$ cat src/rtl/adc_cs_pkg.sv
package adc_cs_pkg;
  localparam int REG_W     = 8;
  localparam int SEL_W     = 4;
  localparam int BIT_FLAG  = 7;
  localparam int BIT_IE    = 6;
  localparam int BIT_START = 5;
  localparam int BIT_SCAN  = 4;
endpackage

$ cat src/rtl/adc_cs_done_track.sv
module adc_cs_done_track #(
  parameter int NCH = 4
) (
  input  logic           clk,
  input  logic           kill_i,
  input  logic           start_i,
  input  logic           scan_i,
  input  logic [NCH-1:0] sel_i,
  input  logic [NCH-1:0] ch_done_i,
  input  logic           scan_done_i,
  output logic           set_o,
  output logic           single_end_o
);
  logic [NCH-1:0] acc_q;
  logic [NCH-1:0] acc_all;
  logic           scan_end;

  always_comb begin
    acc_all      = acc_q | ch_done_i;
    single_end_o = start_i && !scan_i && (|(ch_done_i & sel_i));
    scan_end     = start_i && scan_i && scan_done_i && (|sel_i) &&
                   ((acc_all & sel_i) == sel_i);
    set_o        = single_end_o || scan_end;
  end

  always_ff @(posedge clk) begin
    if (kill_i || !(start_i && scan_i) || scan_done_i) acc_q <= '0;
    else                                              acc_q <= acc_all;
  end

  // every scan-complete pulse restarts the channel tracking
  a_r7_acc_restart: assert property (@(posedge clk) disable iff (kill_i)
    scan_done_i |=> (acc_q == '0));
endmodule

$ cat src/rtl/adc_cs_flag.sv
module adc_cs_flag (
  input  logic clk,
  input  logic kill_i,
  input  logic set_i,
  input  logic rd_i,
  input  logic wr_zero_i,
  input  logic dma_clr_i,
  output logic flag_o,
  output logic flag_next_o,
  output logic armed_o
);
  logic flag_q, armed_q, clr;

  always_comb begin
    clr         = (wr_zero_i && armed_q) || dma_clr_i;
    flag_next_o = set_i || (flag_q && !clr);
  end

  always_ff @(posedge clk) begin
    if (kill_i) begin
      flag_q  <= 1'b0;
      armed_q <= 1'b0;
    end else begin
      flag_q  <= flag_next_o;
      armed_q <= flag_next_o && (armed_q || (rd_i && flag_q));
    end
  end

  assign flag_o  = flag_q;
  assign armed_o = armed_q;

  // a falling flag needs an armed 0 write or a DMA clear
  a_r4_clear_cause: assert property (@(posedge clk) disable iff (kill_i)
    ($fell(flag_q) && !$past(kill_i)) |->
      ($past(dma_clr_i) || ($past(wr_zero_i) && $past(armed_q))));
  // a set event always leaves the flag high
  a_r9_set_wins: assert property (@(posedge clk) disable iff (kill_i)
    set_i |=> flag_q);
  // the armed bit never outlives the flag
  a_r10_arm_drop: assert property (@(posedge clk) disable iff (kill_i)
    armed_q |-> flag_q);
endmodule

$ cat src/rtl/adc_ctrl_status.sv
module adc_ctrl_status #(
  parameter int NCH = adc_cs_pkg::SEL_W
) (
  input  logic                         clk,
  input  logic                         rst,
  input  logic                         standby_i,
  input  logic                         mstop_i,
  input  logic                         wr_en_i,
  input  logic                         rd_en_i,
  input  logic [adc_cs_pkg::REG_W-1:0] wdata_i,
  output logic [adc_cs_pkg::REG_W-1:0] rdata_o,
  input  logic [NCH-1:0]               ch_done_i,
  input  logic                         scan_done_i,
  input  logic                         dma_rd_i,
  output logic                         irq_o,
  output logic                         start_o,
  output logic                         scan_o,
  output logic [NCH-1:0]               chsel_o
);
  import adc_cs_pkg::*;

  logic             kill;
  logic             ie_q, start_q, scan_q;
  logic [NCH-1:0]   sel_q;
  logic [SEL_W-1:0] sel_pad;
  logic [REG_W-1:0] reg_val, rdata_q;
  logic             irq_q;
  logic             set_evt, single_end;
  logic             flag, flag_next, armed;
  logic             ie_n;

  assign kill = rst || standby_i || mstop_i;

  genvar gi;
  generate
    for (gi = 0; gi < SEL_W; gi++) begin : g_pad
      if (gi < NCH) begin : g_used
        assign sel_pad[gi] = sel_q[gi];
      end else begin : g_zero
        assign sel_pad[gi] = 1'b0;
      end
    end
  endgenerate

  always_comb begin
    reg_val            = '0;
    reg_val[BIT_FLAG]  = flag;
    reg_val[BIT_IE]    = ie_q;
    reg_val[BIT_START] = start_q;
    reg_val[BIT_SCAN]  = scan_q;
    reg_val[SEL_W-1:0] = sel_pad;
    ie_n = wr_en_i ? wdata_i[BIT_IE] : ie_q;
  end

  adc_cs_done_track #(.NCH(NCH)) u_track (
    .clk(clk), .kill_i(kill), .start_i(start_q), .scan_i(scan_q),
    .sel_i(sel_q), .ch_done_i(ch_done_i), .scan_done_i(scan_done_i),
    .set_o(set_evt), .single_end_o(single_end)
  );

  adc_cs_flag u_flag (
    .clk(clk), .kill_i(kill), .set_i(set_evt), .rd_i(rd_en_i),
    .wr_zero_i(wr_en_i && !wdata_i[BIT_FLAG]),
    .dma_clr_i(dma_rd_i && irq_q),
    .flag_o(flag), .flag_next_o(flag_next), .armed_o(armed)
  );

  always_ff @(posedge clk) begin
    if (kill) begin
      ie_q    <= 1'b0;
      start_q <= 1'b0;
      scan_q  <= 1'b0;
      sel_q   <= '0;
      rdata_q <= '0;
      irq_q   <= 1'b0;
    end else begin
      if (wr_en_i) begin
        ie_q    <= wdata_i[BIT_IE];
        start_q <= wdata_i[BIT_START];
        scan_q  <= wdata_i[BIT_SCAN];
        sel_q   <= wdata_i[NCH-1:0];
      end else if (single_end) begin
        start_q <= 1'b0;
      end
      if (rd_en_i) rdata_q <= reg_val;
      irq_q <= flag_next && ie_n;
    end
  end

  assign rdata_o = rdata_q;
  assign irq_o   = irq_q;
  assign start_o = start_q;
  assign scan_o  = scan_q;
  assign chsel_o = sel_q;

  // any zeroing input leaves register, read data and interrupt at zero
  a_r1_zeroed: assert property (@(posedge clk)
    kill |=> (reg_val == '0 && rdata_q == '0 && !irq_q));
  // interrupt tracks flag and enable
  a_r8_irq_match: assert property (@(posedge clk) disable iff (kill)
    irq_q == (flag && ie_q));
  // single-mode end without a write drops start
  a_r6_start_drop: assert property (@(posedge clk) disable iff (kill)
    (single_end && !wr_en_i) |=> !start_q);
  // in scan mode the flag rises only on a scan-complete pulse
  a_r7_scan_rise: assert property (@(posedge clk) disable iff (kill)
    ($rose(flag) && !$past(kill) && $past(scan_q)) |-> $past(scan_done_i));
  // a write of bit 7 alone never raises the flag
  a_r3_no_sw_set: assert property (@(posedge clk) disable iff (kill)
    ($rose(flag) && !$past(kill)) |-> $past(set_evt));
endmodule

$ cat config.mk
export PLATFORM = sky130hd
export DESIGN_NAME = adc_ctrl_status
export DESIGN_NICKNAME = d
export VERILOG_FILES = /design/src/rtl/adc_cs_pkg.sv /design/src/rtl/adc_cs_done_track.sv /design/src/rtl/adc_cs_flag.sv /design/src/rtl/adc_ctrl_status.sv
export SDC_FILE = /design/constraint.sdc
export NUM_CORES = 1
export LEC_CHECK = 0
export BUFFER_PORTS_ARGS = -buffer_cell sky130_fd_sc_hd__buf_2
export CORE_ASPECT_RATIO = 2
export CORE_MARGIN = 2
export CORE_UTILIZATION = 28
export DETAILED_ROUTE_END_ITERATION = 7
export GPL_TIMING_DRIVEN = 0
export MAX_ROUTING_LAYER = met4
export PLACE_DENSITY = 0.55
export SLEW_MARGIN = 20
export SYNTH_ARGS = -nofsm -noshare
export SYNTH_HDL_FRONTEND = slang
export SYNTH_SLANG_ARGS = --single-unit
export TNS_END_PERCENT = 50
$ cat constraint.sdc
create_clock -name clk -period 1.55 [get_ports clk]
set_input_delay 0.0775 -clock clk [delete_from_list [all_inputs] [get_ports clk]]
set_output_delay 0.0775 -clock clk [all_outputs]
set_load 0.005 [all_outputs]
==> flow_metrics.tcl <==
set metrics [dict create \
    status "finished clean" \
    ant_nets 0 \
    gp_congestion 0.897 \
    vias 733 \
    grt.total_usage_pct 12.7 \
    post_drt_wl_per_cell_um 12.9 \
    detail_route.iter0.violations 8 \
    clock_power_share_pct 38.9 \
    fp-row-count 28 \
    drcViolationCount 0 \
    max_stage_delay_ps 500 \
    worst_slew_pin_slew_ps 652 \
    critPathSlowestCell "a2111oi_1" \
    grt_pass1_wl_um 3180 \
    maxCapViolCount 0 \
    finalSetupViolCount 0 \
    fin_worst_skew_ps 3.54 \
    end_kind "flip-flop" \
    first_pass_iters 4 \
    ys_ff_latch 22 \
    synth_seq_area_share_pct 52.7 \
    fin_tns_setup_ps 0 \
    antenna_cells 0 \
    root_buffer "clkbuf_8" \
    layout-drive-gt1-share_pct 34.7 \
    port_buffers 32 \
    clkLatencyLatePin_ps 260 \
    netlist_area_um2 836 \
    overflow 0 \
    htree_num_levels 1 \
    ys_warn_count 0 \
    synth_compound_area_share_pct 6.29 \
    finalCritPeriodShare_pct 94.5 \
    netlist_instances 85 \
    holdWs_ps 53.3 \
    p_per_area_mw_per_mm2 968 \
    clkTransAtPathRegs_ps 80 \
    grt_start_max_net_pins 13 \
    dp.cells 147 \
    finalHoldViolations 0 \
    relSlewSlack_pct 56.6 \
    fmax_ghz 0.683 \
    rsz0062_at_grt "no" \
    dieHeight_um 81.3 \
    syn_nets 105 \
    min_period_ps 1470 \
    pwr-share-seq_pct 54.0 \
    io_pins 35 \
    cp_cell_sequence "nand3_1 -> a2111oi_1 -> a221oi_2 -> nor3_1" \
    grt_pass1_vias 740 \
    place_area_mm2 0.00103 \
    die_w_um 42.6 \
    cts-hold-fix-buffers 0 \
    start_util_pct 28.7 \
    crit_type "reg2reg" \
    via_per_inst 4.85 \
    tritoncts "yes" \
    intPower_uw 834 \
    antenna_found_initial 0 \
    cp_data_required_time_ps 1740 \
    cts_sinks 22 \
    synthSimpleGateAreaFrac_pct 21.4 \
    numCtsBuffers 3 \
    synthMuxAreaShare_pct 16.8 \
    fin_cells 151 \
    synth.distinct_cells 19 \
    synth_top_family_by_area "simple AND/OR/NAND/NOR gates" \
    p_comb_share_pct 7.1 \
    synthAdderAreaFrac_pct 0 \
    routed_wl_um 1940 \
    cp_max_fo 6 \
    clockBufferDepth 2 \
    dieArea_mm2 0.00346 \
    avgSynthCellArea_um2 9.83 \
    area_delta_synth_final_pct 31.1 \
    finalInstanceArea_mm2 0.00110 \
    switching_share_pct 21.4 \
    crit_path_start_kind "flip-flop" \
    dp_hpwl_um 1540 \
    peakVddDrop_mv 0.380 \
    postCtsSetupBuffers 0 \
    worstPathArrival_ps 1660 \
    coreArea_mm2 0.00291 \
    p_leak_nw 0.501 \
    fin_nets 142 \
    power_switching_uw 228 \
    synthXorXnorAreaFrac_pct 0 \
    hp-class "in2reg" \
    final-max-slew-violation-count 0 \
]
routing by layer:
layer  track usage [%]  share of wire [%]
met3              2.67                5.7
met2              21.5                 52
met5                 -                  0
met1              13.0                 40
met4              7.81                2.7
layout make-up:
| class | count | area [um^2] |
|---|---|---|
| tap | 30 | 37.5 |
| buffer | 4 | 23.8 |
| timing repair buffer | 32 | 160 |
| fill | 330 | 1810 |
| multi-input combinational | 59 | 379 |
| sequential | 22 | 440 |
| clock buffer | 4 | 55.1 |
timing repair:
item,in CTS,in global routing
endpoints found under the hold margin,0,0
endpoints found under the setup margin,0,3
resized for setup,0,2
worst max-delay path: cells and delay by family, from the launching register on:
family           cells  cell delay, ps
AO/OA/AOI/OAI        2             670
flip-flops           1             430
AND/OR/NAND/NOR      2             300
power groups by stage:
stage          sequential, mW  combinational, mW  clock, mW
5_1_grt                 0.574             0.0836      0.443
6_report                0.573             0.0750      0.413
3_5_place_dp            0.587             0.0752          0
3_3_place_gp            0.586             0.0746          0
2_1_floorplan           0.586             0.0405          0
4_1_cts                 0.573             0.0757      0.418
path summary, 6_finish.rpt:
path | startpoint | to | slack [ps] | depth (start not counted)
setup / recovery | scan_o | u_flag.armed_o | 80 | 4
hold / removal | wdata_i[2] | chsel_o[2] | 50 | 3
setup reg to reg | scan_o | u_flag.armed_o | 80 | 4
hold reg to reg | u_track.acc_q[1] | u_track.acc_q[1] | 470 | 2
state kept, by name, summed over array words and instances (netlist names):
register,cells
ie_q,1
u_flag.flag_o,1
rdata_o,8
chsel_o,4
u_track.acc_q,4
u_flag.armed_o,1
start_o,1
scan_o,1
irq_o,1
placed cells by master, fill, tap and decap left out, drive strengths merged, types with 2 or more instances in the layout:
master   n
nand2    3
buf     34
a21oi    4
a22oi    2
or3      2
nor2    23
mux2i   14
nor3     2
dfxtp   22
nor3b    2
clkbuf   6
per-stage QoR:
stage,setup WS [ps],utilization (%),power [mW]
3_5_place_dp,30.0,35.5,0.662
3_3_place_gp,42.9,35.5,0.661
6_report,84.9,37.7,1.06
5_1_grt,8.40,37.7,1.10
2_1_floorplan,311,-,0.626
4_1_cts,12.3,37.4,1.07
cell usage after synthesis (all sizes together):
master   number  share of area [%]
a22oi         2                1.8
nor3b         2                1.8
a2111oi       1                1.0
a221oi        1                1.0
nand2         3                1.3
buf           2                1.9
mux2i        14                 17
nor4          1               0.75
clkbuf        2               0.90
dfxtp        22                 53
nor3          2                1.2
a21oi         4                2.4
nor2         23                 10
or3b          1                1.0
nand3b        1               0.90
and3          1               0.75
nand3         1               0.60
or3           2                2.7
logic make-up after synthesis:
group,after synthesis
AO/OA/AOI/OAI,8
buffers and inverters,4
flip-flops,22
multiplexers,14
AND/OR/NAND/NOR,37
No activity file was read; power rests on OpenSTA's default activity.
